**config.mk**
```make
export PLATFORM = sky130hd
export DESIGN_NAME = qdac_writer
export DESIGN_NICKNAME = d
export VERILOG_FILES = /design/src/rtl/qdac_pkg.sv /design/src/rtl/qdac_frame_pack.sv /design/src/rtl/qdac_shifter.sv /design/src/rtl/qdac_sequencer.sv /design/src/rtl/qdac_writer.sv
export SDC_FILE = /design/constraint.sdc
export NUM_CORES = 1
export LEC_CHECK = 0
export BUFFER_PORTS_ARGS = -buffer_cell sky130_fd_sc_hd__buf_2
export CORE_MARGIN = 2
export CORE_UTILIZATION = 50
export DETAILED_ROUTE_END_ITERATION = 12
export HOLD_SLACK_MARGIN = 0.06
export PLACE_DENSITY = 0.67
export SLEW_MARGIN = 10
export SYNTH_ARGS = -nofsm -noshare
export SYNTH_HDL_FRONTEND = slang
export SYNTH_HIERARCHICAL = 1
export SYNTH_SLANG_ARGS = --single-unit
```
**constraint.sdc**
```tcl
create_clock -name clk -period 5.7 [get_ports clk]
set_clock_uncertainty 0.15 [all_clocks]
set_input_delay 1.14 -clock clk [delete_from_list [all_inputs] [get_ports clk]]
set_output_delay 1.14 -clock clk [all_outputs]
set_load 0.1 [all_outputs]
```
**src/rtl/qdac_pkg.sv**
```systemverilog
// Package: shared constants, state types and the frame packing function
// for the quad DAC writer. Assumes an 8-bit value and a 4-channel DAC.
package qdac_pkg;
    localparam int BYTE_W  = 8;
    localparam int FRAME_W = 2 * BYTE_W;
    localparam int BIT_CW  = $clog2(FRAME_W + 1);

    typedef enum logic [1:0] {SQ_IDLE, SQ_VAL, SQ_CH, SQ_WAIT} seq_st_t;
    typedef enum logic [1:0] {SH_IDLE, SH_SHIFT, SH_GAP} sh_st_t;

    // Builds the 16-bit frame: channel, spare zero, update flag, value nibbles, zero pad.
    function automatic logic [FRAME_W-1:0] pack_frame(input logic [BYTE_W-1:0] val,
                                                      input logic [BYTE_W-1:0] ch);
        return {ch[1:0], 1'b0, 1'b1, val[7:4], val[3:0], 4'b0000};
    endfunction
endpackage

```
**src/rtl/qdac_frame_pack.sv**
```systemverilog
// Module: qdac_frame_pack
// Forms the serial frame from the registered value and channel bytes.
// Assumes its inputs are held stable while the shifter loads.
module qdac_frame_pack
    import qdac_pkg::*;
(
    input  logic [BYTE_W-1:0]  val,
    input  logic [BYTE_W-1:0]  ch,
    output logic [FRAME_W-1:0] frame
);
    // Purely combinational packing.
    always_comb frame = pack_frame(val, ch);
endmodule

```
**src/rtl/qdac_shifter.sv**
```systemverilog
// Module: qdac_shifter
// Shifts one frame out MSB first. SCLK idles high, and DIN changes only as
// SCLK rises. The strobe is low across the frame, and a guard time of one
// SCLK period follows before the next frame. Assumes start only when idle.
module qdac_shifter
    import qdac_pkg::*;
#(
    parameter int HALF_DIV = 2
) (
    input  logic               clk,
    input  logic               rst_n,
    input  logic               start,
    input  logic [FRAME_W-1:0] frame,
    output logic               busy,
    output logic               finish,
    output logic               sclk,
    output logic               din,
    output logic               sync_n
);
    localparam int DIV_W = $clog2(2 * HALF_DIV + 1);

    sh_st_t             st_q;
    logic [DIV_W-1:0]   div_q;
    logic               phase_q;
    logic [BIT_CW-1:0]  bit_q;
    logic [FRAME_W-1:0] sh_q;
    logic               sclk_q, sync_q, fin_q;

    // Sequences the bit timing, shift register and strobe.
    always_ff @(posedge clk) begin
        if (!rst_n) begin
            st_q <= SH_IDLE; div_q <= '0; phase_q <= 1'b0; bit_q <= '0;
            sh_q <= '0; sclk_q <= 1'b1; sync_q <= 1'b1; fin_q <= 1'b0;
        end else begin
            fin_q <= 1'b0;
            case (st_q)
                SH_IDLE: if (start) begin
                    sh_q <= frame; sync_q <= 1'b0; st_q <= SH_SHIFT;
                    div_q <= '0; phase_q <= 1'b0; bit_q <= '0;
                end
                SH_SHIFT: begin
                    if (div_q == DIV_W'(HALF_DIV - 1)) begin
                        div_q <= '0;
                        if (!phase_q) begin
                            phase_q <= 1'b1; sclk_q <= 1'b0;
                        end else begin
                            phase_q <= 1'b0; sclk_q <= 1'b1;
                            sh_q    <= {sh_q[FRAME_W-2:0], 1'b0};
                            bit_q   <= bit_q + 1'b1;
                            if (bit_q == BIT_CW'(FRAME_W - 1)) begin
                                sync_q <= 1'b1; st_q <= SH_GAP;
                            end
                        end
                    end else begin
                        div_q <= div_q + 1'b1;
                    end
                end
                SH_GAP: begin
                    if (div_q == DIV_W'(2 * HALF_DIV - 1)) begin
                        div_q <= '0; st_q <= SH_IDLE; fin_q <= 1'b1;
                    end else begin
                        div_q <= div_q + 1'b1;
                    end
                end
                default: st_q <= SH_IDLE;
            endcase
        end
    end

    assign busy   = (st_q != SH_IDLE);
    assign finish = fin_q;
    assign sclk   = sclk_q;
    assign din    = sh_q[FRAME_W-1];
    assign sync_n = sync_q;


    sync_fall_sclk_high_chk: assert property (@(posedge clk) disable iff (!rst_n)
        $fell(sync_q) |-> sclk_q);

    sync_rise_all_sent_chk: assert property (@(posedge clk) disable iff (!rst_n)
        $rose(sync_q) |-> (sh_q == '0));

    din_stable_low_chk: assert property (@(posedge clk) disable iff (!rst_n)
        (!sclk_q && $past(!sclk_q) && !sync_q) |-> $stable(din));

    gap_hold_chk: assert property (@(posedge clk) disable iff (!rst_n)
        $rose(sync_q) |=> sync_q);
endmodule

```
**src/rtl/qdac_sequencer.sv**
```systemverilog
// Module: qdac_sequencer
// Accepts request bytes, splits single and list requests, holds the
// current value/channel pair and starts one frame per pair. Assumes the
// shifter signals finish once per start.
module qdac_sequencer
    import qdac_pkg::*;
(
    input  logic              clk,
    input  logic              rst_n,
    input  logic              in_valid,
    output logic              in_ready,
    input  logic [BYTE_W-1:0] in_data,
    input  logic              in_list,
    input  logic              sh_busy,
    input  logic              sh_finish,
    output logic              sh_start,
    output logic [BYTE_W-1:0] val,
    output logic [BYTE_W-1:0] ch,
    output logic              done
);
    seq_st_t           st_q;
    logic [BYTE_W-1:0] cnt_q, val_q, ch_q;
    logic              start_q, done_q;
    logic              take;

    // Byte accepted this cycle.
    always_comb take = in_valid && in_ready;

    // Request parsing and pair iteration.
    always_ff @(posedge clk) begin
        if (!rst_n) begin
            st_q <= SQ_IDLE; cnt_q <= '0; val_q <= '0; ch_q <= '0;
            start_q <= 1'b0; done_q <= 1'b0;
        end else begin
            start_q <= 1'b0;
            done_q  <= 1'b0;
            case (st_q)
                SQ_IDLE: if (take) begin
                    if (in_list) begin
                        if (in_data == '0) done_q <= 1'b1;
                        else begin cnt_q <= in_data; st_q <= SQ_VAL; end
                    end else begin
                        cnt_q <= BYTE_W'(1); val_q <= in_data; st_q <= SQ_CH;
                    end
                end
                SQ_VAL: if (take) begin val_q <= in_data; st_q <= SQ_CH; end
                SQ_CH:  if (take) begin ch_q <= in_data; start_q <= 1'b1; st_q <= SQ_WAIT; end
                SQ_WAIT: if (sh_finish) begin
                    if (cnt_q == BYTE_W'(1)) begin done_q <= 1'b1; st_q <= SQ_IDLE; end
                    else begin cnt_q <= cnt_q - 1'b1; st_q <= SQ_VAL; end
                end
                default: st_q <= SQ_IDLE;
            endcase
        end
    end

    assign in_ready = (st_q != SQ_WAIT);
    assign sh_start = start_q;
    assign val      = val_q;
    assign ch       = ch_q;
    assign done     = done_q;


    start_when_idle_chk: assert property (@(posedge clk) disable iff (!rst_n)
        start_q |-> !sh_busy);

    done_not_busy_chk: assert property (@(posedge clk) disable iff (!rst_n)
        done_q |-> !sh_busy);

    no_take_busy_chk: assert property (@(posedge clk) disable iff (!rst_n)
        sh_busy |-> !in_ready);
endmodule

```
**src/rtl/qdac_writer.sv**
```systemverilog
// Module: qdac_writer (top)
// Quad-channel serial DAC write formatter: byte requests in, 16-bit
// frames out on SCLK/DIN with an active-low strobe. HALF_DIV sets the
// SCLK half period in clock cycles (at least 1).
module qdac_writer
    import qdac_pkg::*;
#(
    parameter int HALF_DIV = 2
) (
    input  logic       clk,
    input  logic       rst_n,
    input  logic       in_valid,
    output logic       in_ready,
    input  logic [7:0] in_data,
    input  logic       in_list,
    output logic       dac_sclk,
    output logic       dac_din,
    output logic       dac_sync_n,
    output logic       done
);
    logic               sh_busy, sh_finish, sh_start;
    logic [BYTE_W-1:0]  cur_val, cur_ch;
    logic [FRAME_W-1:0] frame;

    qdac_sequencer u_seq (
        .clk(clk), .rst_n(rst_n), .in_valid(in_valid), .in_ready(in_ready),
        .in_data(in_data), .in_list(in_list), .sh_busy(sh_busy),
        .sh_finish(sh_finish), .sh_start(sh_start), .val(cur_val),
        .ch(cur_ch), .done(done)
    );

    qdac_frame_pack u_pack (.val(cur_val), .ch(cur_ch), .frame(frame));

    qdac_shifter #(.HALF_DIV(HALF_DIV)) u_sh (
        .clk(clk), .rst_n(rst_n), .start(sh_start), .frame(frame),
        .busy(sh_busy), .finish(sh_finish), .sclk(dac_sclk),
        .din(dac_din), .sync_n(dac_sync_n)
    );


    ready_low_in_frame_chk: assert property (@(posedge clk) disable iff (!rst_n)
        !dac_sync_n |-> !in_ready);
endmodule

```
# Yosys cells after proc, flatten, opt, wreduce, memory -nomap -nowiden
# Cells that the tools add are included.
dict set report op_classes {
  reduce_logical 20
  n_mux 53
  eq_ne 22
  add_sub_neg 3
}
# op n
set ops {}
lappend ops {{$mux 8} 8}
lappend ops {{$mux 16} 3}
lappend ops {{$pmux 16 s2} 1}
lappend ops {{$pmux 8 s2} 2}
lappend ops {{$mux 2} 11}
lappend ops {{$reduce_and 5->1} 4}
lappend ops {{$ne 2x1->1 const B} 8}
lappend ops {{$mux 1} 15}
lappend ops {{$mux 5} 3}
lappend ops {{$pmux 5 s2} 1}
lappend ops {{$reduce_and 2->1} 5}
lappend ops {{$mux 3} 3}
lappend ops {{$pmux 3 s3} 1}
lappend ops {{$eq 8x1->1 const B} 1}
lappend ops {{$logic_not 8->1} 1}
lappend ops {{$ne 2x2->1 const B} 4}
lappend ops {{$pmux 2 s4} 1}
lappend ops {{$reduce_and 4->1} 2}
lappend ops {{$sub 8x1->8 const B} 1}
lappend ops {{$eq 2x2->1 const B} 3}
lappend ops {{$pmux 1 s2} 3}
lappend ops {{$pmux 2 s3} 1}
lappend ops {{$reduce_bool 2->1} 3}
lappend ops {{$add 5x1->5 const B} 1}
lappend ops {{other kinds (10)} 12}
dict set report word_totals {
  register_bits 52
  word_cells 112
  in_bits 12
}

# Depth between registers and ports, before layout
# Gate-level depths: netlist of run 1.
dict set report logic_depth {
  depth_word 5
  depth_mapped 8
}

# Modules after synthesis
# Netlist of run 1, hierarchy kept.
# mod cells_per_inst n_inst seq_area_each_um2 area_per_inst_um2
set modules_own_cells {}
lappend modules_own_cells {qdac_shifter 168 1 600.6 1595.3}
lappend modules_own_cells {qdac_sequencer 167 1 560.5 1465.2}
lappend modules_own_cells {qdac_frame_pack 18 1 0.0 127.6}

# Worst setup path after synthesis of run 1
# Ideal clock, no wire load.
dict set report synth_path {
  path_kind {register to output}
  from {register u_seq.st_q[0]}
  to {output in_ready}
  setup_slack_ns 3.105
  stages_incl_launch_ff 3
  arrival_time_ns 1.305
  t_required_ns 4.410
  path_buffers 0
  cell_sequence {dfxtp_1 -> ha_1 -> clkinv_1}
}
dict set report synth_between {
  elab_chain_len 1
}
# item line
set synth_lines {}
lappend synth_lines {{from (decl)} qdac_sequencer.sv:21} ;# seq_st_t st_q;
lappend synth_lines {{from (signal assigned)} qdac_sequencer.sv:32} ;# st_q <= SQ_IDLE; cnt_q <= '0; val_q <= '0; ch_q <= '0;
lappend synth_lines {{from (signal assigned)} qdac_sequencer.sv:41} ;# else begin cnt_q <= in_data; st_q <= SQ_VAL; end
lappend synth_lines {{from (signal assigned)} qdac_sequencer.sv:43} ;# cnt_q <= BYTE_W'(1); val_q <= in_data; st_q <= SQ_CH;
lappend synth_lines {{$ne 2x2->1} qdac_sequencer.sv:57} ;# assign in_ready = (st_q != SQ_WAIT);
lappend synth_lines {{to (decl)} qdac_writer.sv:13} ;# output logic in_ready,
# No other way between the ends.

# Worst setup path in the final report of run 1
# Ends and elaborated chain as after synthesis.

==> results of run 1 <==
==> state kept, by name, summed over array words and instances, names as in the netlist <==
name	count
u_sh/div_q	3
u_sh/st_q	2
u_seq/sh_start	1
u_sh/sync_n	1
u_seq/st_q	2
u_sh/phase_q	1
u_sh/finish	1
u_seq/ch	2
u_seq/cnt_q	8
u_sh/bit_q	5
u_sh/sclk	1
u_seq/done	1
u_seq/val	8
u_sh/sh_q	16
==> worst max-delay path: stages (launching register included) <==
cell and delay (ns):
sky130_fd_sc_hd__dfxtp_1 0.39, sky130_fd_sc_hd__ha_1 0.48, sky130_fd_sc_hd__clkinv_1 0.39, sky130_fd_sc_hd__buf_2 0.40
==> layout make-up <==
cell class / count / area [um^2]
repair buffers: 18 / 95.1
flip-flops and latches: 52 / 1040
clock inverters: 3 / 46.3
clock buffers: 5 / 68.8
inverters: 21 / 78.8
multi-input cells: 230 / 1660
well taps: 75 / 93.8
fillers: 528 / 2770
==> routing by layer <==
metal	up-vias	share of wire [%]
met2	53	45
li1	1166	-
met4	0	1.6
met1	1054	51
met3	8	3.3
met5	-	0
==> placed cells by master (no fill, tap or decap), types with 4 or more instances in the layout <==
cell type / count
sky130_fd_sc_hd__conb_1: 6
sky130_fd_sc_hd__buf_2: 16
sky130_fd_sc_hd__mux2i_1: 27
sky130_fd_sc_hd__a31oi_1: 7
sky130_fd_sc_hd__nand3_1: 4
sky130_fd_sc_hd__nor2_1: 35
sky130_fd_sc_hd__a211oi_1: 6
sky130_fd_sc_hd__a211oi_2: 13
sky130_fd_sc_hd__inv_1: 20
sky130_fd_sc_hd__dfxtp_1: 52
sky130_fd_sc_hd__nand2b_1: 5
sky130_fd_sc_hd__nor2b_1: 7
sky130_fd_sc_hd__ha_1: 16
sky130_fd_sc_hd__clkbuf_8: 5
sky130_fd_sc_hd__nor3_1: 9
sky130_fd_sc_hd__o41ai_1: 4
sky130_fd_sc_hd__o21ai_0: 13
sky130_fd_sc_hd__nand2_1: 19
sky130_fd_sc_hd__nand3b_1: 5
sky130_fd_sc_hd__nand4_1: 5
==> power groups by stage <==
stage               registers, W  logic, W  clock network (W)
floorplan               0.000510  0.000462                  0
global placement        0.000499  0.000530                  0
detailed placement      0.000501  0.000539                  0
CTS                     0.000493  0.000540           0.000269
global route            0.000505  0.000601           0.000285
finish                  0.000493  0.000543           0.000260
==> final timing paths <==
kind / end / slack [ns] / cells after the start
worst max-delay path: in_ready / 2.44 / 3
worst max register to register: u_seq/cnt_q[5]$_SDFFE_PN0P_ / 3.19 / 5
worst min-delay path: u_sh/sh_q[0]$_SDFFE_PN0P_ / 0.32 / 2
worst min register to register: u_sh/sh_q[0]$_SDFFE_PN0P_ / 0.32 / 2
==> metrics by stage <==
stage	cells	utilization [%]	area (um^2)	hold WS, ns
floorplan	339	-	3000	0.286
global placement	396	50.7	2970	0.296
detailed placement	396	50.7	2970	0.308
CTS	404	52.7	3080	0.321
global route	404	52.7	3080	0.368
finish	404	52.7	3080	0.322
==> results, run 1 <==
- The first detailed-routing pass took 4 iterations.
- Dividing the synthesized area by the synthesized cell count gives 8.91 um^2.
- For this design, the sink count on the clock tree is 52.
- TritonCTS built the clock tree.
- After routing, the total negative slack on setup checks comes to 0 ns.
- In this run the power density over the cells is 421 nW/um^2.
- The final estimated routing congestion in global placement is 0.822.
- The overall overflow remaining after global route is 0.
- Total power for the finished layout comes to 0.00130 W.
- The number of gates resized after CTS was 0.
- The fraction of met2 tracks used by global routing is 28.0%.
- The area of the mapped netlist is 2990 um^2.
- The number of global-route vias before repair is 2119.
- The final critical delay including setup and external delays is 3.26 ns.
- Of the total power, registers draw 38.0%.
- The maximum number of pins on one net before global-route repair is 44.
- The first routing iteration left 140 violations.
- The count of pins on the block boundary is 17.
- The data arrival time at the worst-slack endpoint is 1.97 ns.
- The number of antenna diodes in the final layout is 0.
- The placeable core area is 5850 um^2.
- For the pin with the worst max-slew slack, the measured transition is 1.01 ns.
- Of the total power, the share spent switching nets is 40.0%.
- The final-report setup violation count is 0.
- The data required time at the worst endpoint is 4.41 ns.
- In this run the static leakage power is 1.18 nW.
- Buffers placed on the I/O ports in this run total 16.
- The clock latency at the later pin of the worst-skew pair is 0.31 ns.
- The die covers 6600 um^2.
- The number of levels in the clock H-tree is 2.
- The y dimension of the die is 81.3 um.
- The number of vias per cell is 5.65.
- The synthesis-to-layout area growth is 3.19%.
- Timing analysis after detailed placement gives a worst setup slack of 2.80 ns.
- Of the total power, combinational logic draws 41.9%.
- Across the run, the number of max-cap violations was 0.
- The highest fanout seen on the critical path is 14.
- The global router's overall resource usage is 18.3%.
- The root buffer selected by CTS is sky130_fd_sc_hd__clkbuf_8.
- The classification of the worst-slack hold path is flip-flop to flip-flop.
- The worst-case clock buffer depth is 2.
- The worst slew margin relative to its limit is 32.1%.
- Of the cells placed in the final design, the portion with a size suffix greater than 1 is 13.4%.
- The final layout contains 356 nets.
- By startpoint and endpoint, the worst setup path is classified as flip-flop to output port.
- The met1 layer usage reported by global route is 25.4%.
- The run finished with clean final reports.
- The internal portion of total power is 0.000778 W.
- The number of max-slew violations in the final report came to 0.
- The number of buffers inserted for hold repair after clock tree synthesis is 0.
- The number of clock buffers added by TritonCTS is 5.
- Dividing the final minimum period by the clock period gives 57.2%.
- In this run, the clock network consumes 20.1% of the power.
- The kind of start point of the critical path is a flip-flop.
- Buffers added to address setup during post-CTS repair amount to 0.
- The final hold violation count is 0.
- The DRC violations left is 0.
- Setup repair after global routing left no endpoint under its margin.
- The analysis attributes to net switching a power of 0.000518 W.
- The launching element of the worst setup path is u_seq/st_q[0]$_SDFFE_PN0P_.
- The chip width is 81.3 um.
- STA classifies the critical path endpoint as an output port.
- In this run the most critical hold path is launched from u_sh/sh_q[0]$_SDFFE_PN0P_.
- The wire length per cell is 14.1 um.
- The launching point of the worst reg2reg path is u_seq/st_q[0]$_SDFFE_PN0P_.
- The count of nets left with antenna violations once routing finished came out at 0.
- The effective utilization at floorplan is 51.0%.
- Summing over every cut layer, the via total after detailed routing is 2281.
- The half-perimeter wire length after detailed placement is 3970 um.
- In the post-route analysis, the smallest setup slack over all paths is 2.44 ns.
- The number of cells produced by synthesis is 335.
- The final routed wirelength across all metal layers is 5690 um.
- Timing would allow up to 307 MHz.
- met2 is the most crowded layer.
- Yosys printed 6 warnings.
- The first-pass GRT wire length is 9700 um.
- The register clock-pin slew on the reported worst setup and hold paths is 0.09 ns.
- The number of antenna violations at the first check in global routing is 0.
- For met3 alone, demand over resource in global routing was 3.56%.
- The row count is 28.
- The worst ir drop on vdd is 0.206 mV.
No activity file was read; power rests on OpenSTA's default activity.
==> inputs of run 2 (changes only) <==
--- a/config.mk
+++ b/config.mk
@@ -10,7 +10,7 @@
 export CORE_UTILIZATION = 50
 export DETAILED_ROUTE_END_ITERATION = 12
 export HOLD_SLACK_MARGIN = 0.06
-export PLACE_DENSITY = 0.67
+export PLACE_DENSITY = 0.7
 export SLEW_MARGIN = 10
 export SYNTH_ARGS = -nofsm -noshare
 export SYNTH_HDL_FRONTEND = slang
==> constraint.sdc (replaced) <==
create_clock -name clk -period 2.65 [get_ports clk]
set_clock_uncertainty 0.15 [all_clocks]
set_input_delay 0.53 -clock clk [delete_from_list [all_inputs] [get_ports clk]]
set_output_delay 0.53 -clock clk [all_outputs]
set_load 0.1 [all_outputs]
==> run 2 against run 1 <==
Against the previous run: routed wire length is 1.9% lower; sequential cell count is the same; combinational power increased by 120%; die area unchanged; via count is 2.1% higher; critical path type unchanged; highest routed layer unchanged.
==> results, run 2 (same netlist as run 1, synthesis figures left out) <==
- The flow ran to the end, and the final reports show no timing, DRC or antenna violations.
- Clock tree synthesis inserted a total of 5 buffers.
- The number of max-slew violations in the final report is 0.
- On the final layout, the worst hold slack is 0.320 ns.
- The final estimated routing congestion in global placement is 0.854.
- The first global-routing pass estimated 9880 um of wire.
- The count of routing violations after the opening detailed-route iteration is 97.
- Compared with the post-synthesis result, the final layout area differs by 3.98%.
- In this run the horizontal extent of the chip is 81.3 um.
- For the worst setup path, the data arrival time is 1.63 ns.
- Of the available clock period, the critical path in the final layout requires 87.3%.
- After global routing the overflow that remains totals 0.
- The initialized floorplan defines 28 standard-cell rows.
- The number of global-route vias before repair is 2063.
- The classification of the worst-slack hold path is flip-flop to flip-flop.
- Hold repair after CTS inserted 0 buffers.
- STA classifies the critical path endpoint as an output port.
- The highest fanout seen on the critical path is 14.
- Setup violations remaining at the end of the flow were counted as 0.
- The number of flip-flops under the largest register name is 16.
- The placeable core area is 5850 um^2.
- The design draws 0.00274 W.
- For this design the total switching power over the nets is 0.00112 W.
- Clock-pin slew was measured on the worst setup and hold paths at 0.11 ns.
- The worst pin sits at a relative slew slack of 51.8%.
- In this run the deepest clock path goes through 2 buffers.
- The DRC violations left is 0.
- Across all register-to-register paths, the minimum setup slack is 0.40 ns.
- STA classifies the critical path startpoint as a flip-flop.
- Of the total power, combinational logic draws 43.9%.
- The final net count is 360.
- The top cell types in the final layout, fill and taps aside, are sky130_fd_sc_hd__dfxtp_1 (52), sky130_fd_sc_hd__nor2_1 (35), sky130_fd_sc_hd__mux2i_1 (27), sky130_fd_sc_hd__inv_1 (20), sky130_fd_sc_hd__nand2_1 (19).
- Leaving out fill and tap cells, the most frequent cell in the layout is sky130_fd_sc_hd__dfxtp_1.
- The clock net sink count is 52.
- The register containing the most flip-flops in the final layout is u_sh/sh_q.
- The global router's overall resource usage is 18.4%.
- The final critical delay including setup and external delays is 2.31 ns.
- The proportion of layout cells with a drive suffix above 1 is 14.4%.
- In this run switching power makes up 40.9% of total power.
- The share of total power dissipated in sequential elements is 38.8%.
- The internal portion of total power is 0.00162 W.
- The worst register-to-register path ends at u_seq/cnt_q[7]$_SDFFE_PN0P_.
- The count of instances resized after the clock tree is built is 0.
- Once detailed placement completed, the half-perimeter wirelength came to 3970 um.
- Counting cells, the worst reg-to-reg path comes to 5.
- In this run the power density over the cells is 882 nW/um^2.
- The worst hold path was traced through 2 stages.
- The number of vias per cell is 5.71.
- Setup repair after global routing left no endpoint under its margin.
- The final routed wirelength across all metal layers is 5580 um.
- The remaining antenna violation count is 0.
- The startpoint identified for the worst register-to-register timing path is u_seq/st_q[0]$_SDFFE_PN0P_.
- The die covers 6600 um^2.
- The number of antenna violations at the first check in global routing is 0.
- The root buffer selected by CTS is sky130_fd_sc_hd__clkbuf_8.
- The highest metal layer carrying signal wires in the routed design is met4.
- The post-CTS setup-driven buffer insertion count is 0.
- TritonCTS built the clock tree.
- The count of pins on the block boundary is 17.
- VDD sags by at most 0.546 mV.
- After detailed routing, the average wire length per cell comes to 13.7 um.
- The startpoint of the lowest-slack hold path is u_sh/sh_q[0]$_SDFFE_PN0P_.
- The final setup TNS is 0 ns.
- The static leakage power is 1.20 nW.
- The effective utilization at floorplan is 51.0%.
- The final hold violation count is 0.
- Buffers placed on the I/O ports in this run total 16.
- The start-to-end type of the worst setup path is flip-flop to output port.
- At the worst endpoint, the required time is 1.97 ns.
- At the pin with the least slew margin, the transition time is 0.717 ns.
- The count of maximum capacitance violations is 0.
- The maximum number of pins on one net before global-route repair is 44.
- The hold-critical path endpoint is u_sh/sh_q[0]$_SDFFE_PN0P_.
- Derived from the worst setup path, the maximum achievable clock frequency is 432 MHz.
- The number of inserted diodes is 0.
- The first detailed-routing pass ran for 4 iterations.
- At the later pin of the worst-skew pair, clock insertion delay measures 0.31 ns.
- The H-tree was split into 2 levels.
- Wire segments on met3 add up to 214 um in the final route.
- The via total after detailed routing is 2328.
- The die is 81.3 um tall.
- The wire length on met2 is 2450 um.
- The routed length on met1 is 2870 um.
- The part of the total power dissipated in the clock network is 17.3%.
run 2: cell count changes in the layout (fill, tap and decap cells not counted):
cell,before,now
sky130_fd_sc_hd__inv_6,1,0
sky130_fd_sc_hd__inv_8,0,1
sky130_fd_sc_hd__buf_4,2,5
sky130_fd_sc_hd__clkinv_4,0,1
sky130_fd_sc_hd__bufinv_16,1,0
sky130_fd_sc_hd__buf_12,0,1
run 2: how the worst max path moves through the flow:
stage                                 from                     endpoint  slack [ns]  depth (start not counted)
4_1_cts         u_seq/st_q[0]$_SDFFE_PN0P_                     in_ready        0.33                          3
3_5_place_dp    u_seq/st_q[0]$_SDFFE_PN0P_  u_seq/cnt_q[7]$_SDFFE_PN0P_        0.47                          5
3_3_place_gp   u_seq/cnt_q[2]$_SDFFE_PN0P_  u_seq/cnt_q[2]$_SDFFE_PN0P_        0.50                          4
6_report        u_seq/st_q[0]$_SDFFE_PN0P_                     in_ready        0.34                          3
5_1_grt         u_seq/st_q[0]$_SDFFE_PN0P_  u_seq/cnt_q[7]$_SDFFE_PN0P_        0.16                          5
2_1_floorplan   u_seq/st_q[0]$_SDFFE_PN0P_   u_seq/st_q[0]$_SDFFE_PN0P_        0.29                          5
run 2: power groups by stage:
stage	combinational [W]	clock, W	sequential, W
2_1_floorplan	0.000995	0	0.00110
3_3_place_gp	0.00117	0	0.00107
3_5_place_dp	0.00120	0	0.00108
4_1_cts	0.00120	0.000486	0.00106
5_1_grt	0.00134	0.000520	0.00109
6_report	0.00120	0.000475	0.00106
run 2: through the flow:
stage	instance area, um^2	setup slack [ns]	instances	util [%]
CTS	3100	0.335	408	53.1
floorplan	3000	0.286	339	-
global route	3100	0.160	408	53.1
finish	3100	0.336	408	53.1
global placement	3010	0.500	400	51.4
detailed placement	3010	0.468	400	51.4
run 2: cell type report:
cell class | instances | area, um^2
Inverter | 21 | 78.8
Tap cell | 75 | 93.8
Sequential cell | 52 | 1040
Multi-Input combinational cell | 230 | 1660
Fill cell | 529 | 2750
Clock buffer | 5 | 68.8
Clock inverter | 3 | 27.5
Timing Repair Buffer | 22 | 138
run 2: worst max-delay path, cell delays in order (launching register included):
cell and delay, ns:
sky130_fd_sc_hd__dfxtp_1 0.40, sky130_fd_sc_hd__ha_1 0.45, sky130_fd_sc_hd__clkinv_1 0.16, sky130_fd_sc_hd__buf_2 0.32
run 2: per-layer routing:
metal  vias up  global-route usage, %
met1      1097                   26.9
met4         0                   5.59
met3         4                   2.78
li1       1177                      -
met2        50                   27.7
met5         -                      0
==> inputs of run 3 (changes only) <==
--- a/config.mk
+++ b/config.mk
@@ -6,6 +6,7 @@
 export NUM_CORES = 1
 export LEC_CHECK = 0
 export BUFFER_PORTS_ARGS = -buffer_cell sky130_fd_sc_hd__buf_2
+export CORE_ASPECT_RATIO = 1.1
 export CORE_MARGIN = 2
 export CORE_UTILIZATION = 50
 export DETAILED_ROUTE_END_ITERATION = 12
==> run 3 against run 2 <==
Against the previous run: clock-buffer cell count rose by 1; sequential power hardly changed; sequential cell count unchanged; routed wire length increased by 3.3%; non-clock buffer count unchanged; register-to-register slack improved by 0.03 ns; via count is 0.13% higher; final cell count increased by 0.49%; first-iteration DRC count up 24%; clock power rose by 22%; power rose by 4.0%; critical path depth did not move; critical path type unchanged; largest cell class unchanged; highest routed layer unchanged.
==> results, run 3 (same netlist as run 1, synthesis figures left out) <==
- The flow ran to the end, and the final reports show no timing, DRC or antenna violations.
- In the final layout, the multi-input gates occupy 1660 um^2.
- For this run, the slowest stage of the critical path takes 0.43 ns.
- The highest fanout seen on the critical path is 14.
- The post-CTS setup-driven buffer insertion count is 0.
- During placement, the flow inserted port buffers numbering 16.
- For this run, the total global-route usage over all layers was measured as 18.6%.
- The combinational group share of total power is 42.3%.
- The number of antenna violations at the first check in global routing is 0.
- The worst path in the final design needs a cycle of 2.26 ns, including I/O delays and setup.
- The worst hold slack across all endpoints is 0.319 ns.
- The proportion of layout cells with a drive suffix above 1 is 14.4%.
- The via total after detailed routing is 2331.
- For this design the static power due to leakage is 1.21 nW.
- The half-perimeter wire length after detailed placement is 4080 um.
- During I/O placement, the number of pins put on the boundary was 17.
- STA classifies the critical path endpoint as an output port.
- The final routed wirelength across all metal layers is 5760 um.
- The H-tree was split into 2 levels.
- The clock passes through at most 2 buffers.
- Dividing total power by cell area gives a power density of 909 nW/um^2.
- For the pin with the worst max-slew slack, the measured transition is 0.749 ns.
- The clock net sink count is 52.
- Measured along the y axis, the die boundary spans 85.0 um.
- After clock tree synthesis, the flow added hold-fix buffers numbering 0.
- TritonCTS built the clock tree.
- The final net count is 360.
- On the critical path, the stage with the largest delay is an instance of sky130_fd_sc_hd__ha_1.
- The row count is 29.
- Clock-pin slew was measured on the worst setup and hold paths at 0.10 ns.
- The clock latency at the later pin of the worst-skew pair is 0.31 ns.
- The utilization of the core after routing is 54.3%.
- The placeable core area is 5770 um^2.
- The root buffer selected by CTS is sky130_fd_sc_hd__clkbuf_8.
- Routability-driven placement finished with a final weighted congestion of 0.861.
- Overall power consumption after layout is estimated at 0.00285 W.
- The number of filler cells placed in the layout is 512.
- The portion of the clock cycle consumed by the worst path in the final layout is 85.3%.
- The count of maximum capacitance violations is 0.
- The number of global-route vias before repair was 2197.
- The critical path contains buffers and inverters numbering 2 combined.
- The kind of start point of the critical path is a flip-flop.
- The critical path in this run is classified as flip-flop to output port.
- The first-pass GRT wire length is 10200 um.
- The overall overflow remaining after global route is 0.
- The sequential cell fraction of total power is 37.4%.
- After detailed routing, the number of vias per cell comes to 5.69.
- Summing all flip-flop and latch instances after layout gives 1040 um^2.
- The count of routing violations after the opening detailed-route iteration is 120.
- The chip width is 77.7 um.
- In this run the power spent charging and discharging nets is 0.00111 W.
- The number of clock buffers added by TritonCTS is 5.
- At the worst endpoint, the required time is 1.97 ns.
- Measured against its own limit, the worst slew margin works out to 49.7%.
- The die outline area is 6610 um^2.
- The count of instances resized after the clock tree is built is 0.
- The worst ir drop on vdd is 0.558 mV.
- Counting flops per register, the top entry is u_sh/sh_q.
- Net switching is 39.1% of the power.
- The clock network is responsible for 20.3% of the overall power.
- The cell class contributing the biggest share of worst-path delay is buffers and inverters.
- The internal power of the cells totals 0.00173 W.
- The maximum number of pins on one net before global-route repair is 38.
- The most common library cell in the layout ignoring fill and taps is sky130_fd_sc_hd__dfxtp_1.
- Setup repair after global routing left no endpoint under its margin.
- Walking the worst path, the cells encountered are ha_1, clkinv_1, buf_2.
- The detail route stage leaves a number of antenna-violating nets equal to 0.
- In the final routed layout, each cell accounts on average for 14.1 um.
- The final setup TNS is 0 ns.
- The worst slack at placement is 0.463 ns.
- 0 antenna diodes ended up in the layout.
- The DRC violations left is 0.
- The classification of the worst-slack hold path is flip-flop to flip-flop.
- The worst-case setup margin in the final layout is 0.391 ns.
- The initial utilization of the core area, before any placement, comes to 51.7%.
- The final hold violation count was 0.
- The number of max-slew violations in the final report is 0.
- The area growth from synthesis to layout is 4.90%.
- The top cell types in the final layout, fill and taps aside, are sky130_fd_sc_hd__dfxtp_1 (52), sky130_fd_sc_hd__nor2_1 (35), sky130_fd_sc_hd__mux2i_1 (27), sky130_fd_sc_hd__inv_1 (20), sky130_fd_sc_hd__nand2_1 (19).
- The number of flip-flops under the largest register name is 16.
- The first TritonRoute pass finished after 4 iterations.
- Timing would allow up to 443 MHz.
- The data arrival time at the worst-slack endpoint is 1.58 ns.
- Setup violations remaining at the end of the flow were counted as 0.
==> run 3: cell count changes in the layout (fill, tap and decap cells not counted) <==
cell,change
sky130_fd_sc_hd__bufinv_16,+1
sky130_fd_sc_hd__clkbuf_8,+1
sky130_fd_sc_hd__clkinvlp_4,-1
sky130_fd_sc_hd__inv_8,-1
==> run 3: per-layer routing <==
layer / global-route usage, % / routed length (um) / vias to the layer above
met5: 0 / 0 / -
met4: 7.47 / 123 / 0
met3: 3.19 / 217 / 13
met2: 29.4 / 2620 / 56
met1: 25.2 / 2800 / 1089
li1: - / - / 1173
==> run 3: power by group through the flow <==
| stage | Combinational [W] | Clock, W | Sequential (W) |
|---|---|---|---|
| 2_1_floorplan | 0.000995 | 0 | 0.00110 |
| 3_3_place_gp | 0.00117 | 0 | 0.00108 |
| 3_5_place_dp | 0.00120 | 0 | 0.00108 |
| 4_1_cts | 0.00120 | 0.000594 | 0.00106 |
| 5_1_grt | 0.00135 | 0.000625 | 0.00109 |
| 6_report | 0.00120 | 0.000578 | 0.00107 |
==> run 3: layout make-up <==
| type | instances | area share, % |
|---|---|---|
| Timing Repair Buffer | 22 | 4.39 |
| Clock inverter | 2 | 1.24 |
| Inverter | 21 | 2.52 |
| Tap cell | 77 | 3.08 |
| Clock buffer | 6 | 2.64 |
| Multi-Input combinational cell | 230 | 52.9 |
| Sequential cell | 52 | 33.2 |
==> run 3: path summary, 6_finish.rpt <==
path	start	endpoint	slack (ns)	cells after the start
hold reg to reg	u_sh/sh_q[0]$_SDFFE_PN0P_	u_sh/sh_q[0]$_SDFFE_PN0P_	0.32	2
setup reg to reg	u_seq/st_q[0]$_SDFFE_PN0P_	u_seq/cnt_q[7]$_SDFFE_PN0P_	0.43	5
setup / recovery	u_seq/st_q[0]$_SDFFE_PN0P_	in_ready	0.39	3
hold / removal	u_sh/sh_q[0]$_SDFFE_PN0P_	u_sh/sh_q[0]$_SDFFE_PN0P_	0.32	2
==> run 3: through the flow <==
stage,std cells,area [um^2]
floorplan,339,3000
global placement,402,3010
detailed placement,402,3010
CTS,410,3130
global route,410,3130
finish,410,3130
==> run 3: worst reg2reg max path, cell delays in order, from the launching register on <==
cell and delay [ns]:
sky130_fd_sc_hd__dfxtp_1 0.39, sky130_fd_sc_hd__ha_1 0.43, sky130_fd_sc_hd__nand2_1 0.12, sky130_fd_sc_hd__o21a_1 0.21
sky130_fd_sc_hd__nor3_1 0.58, sky130_fd_sc_hd__a311oi_1 0.19
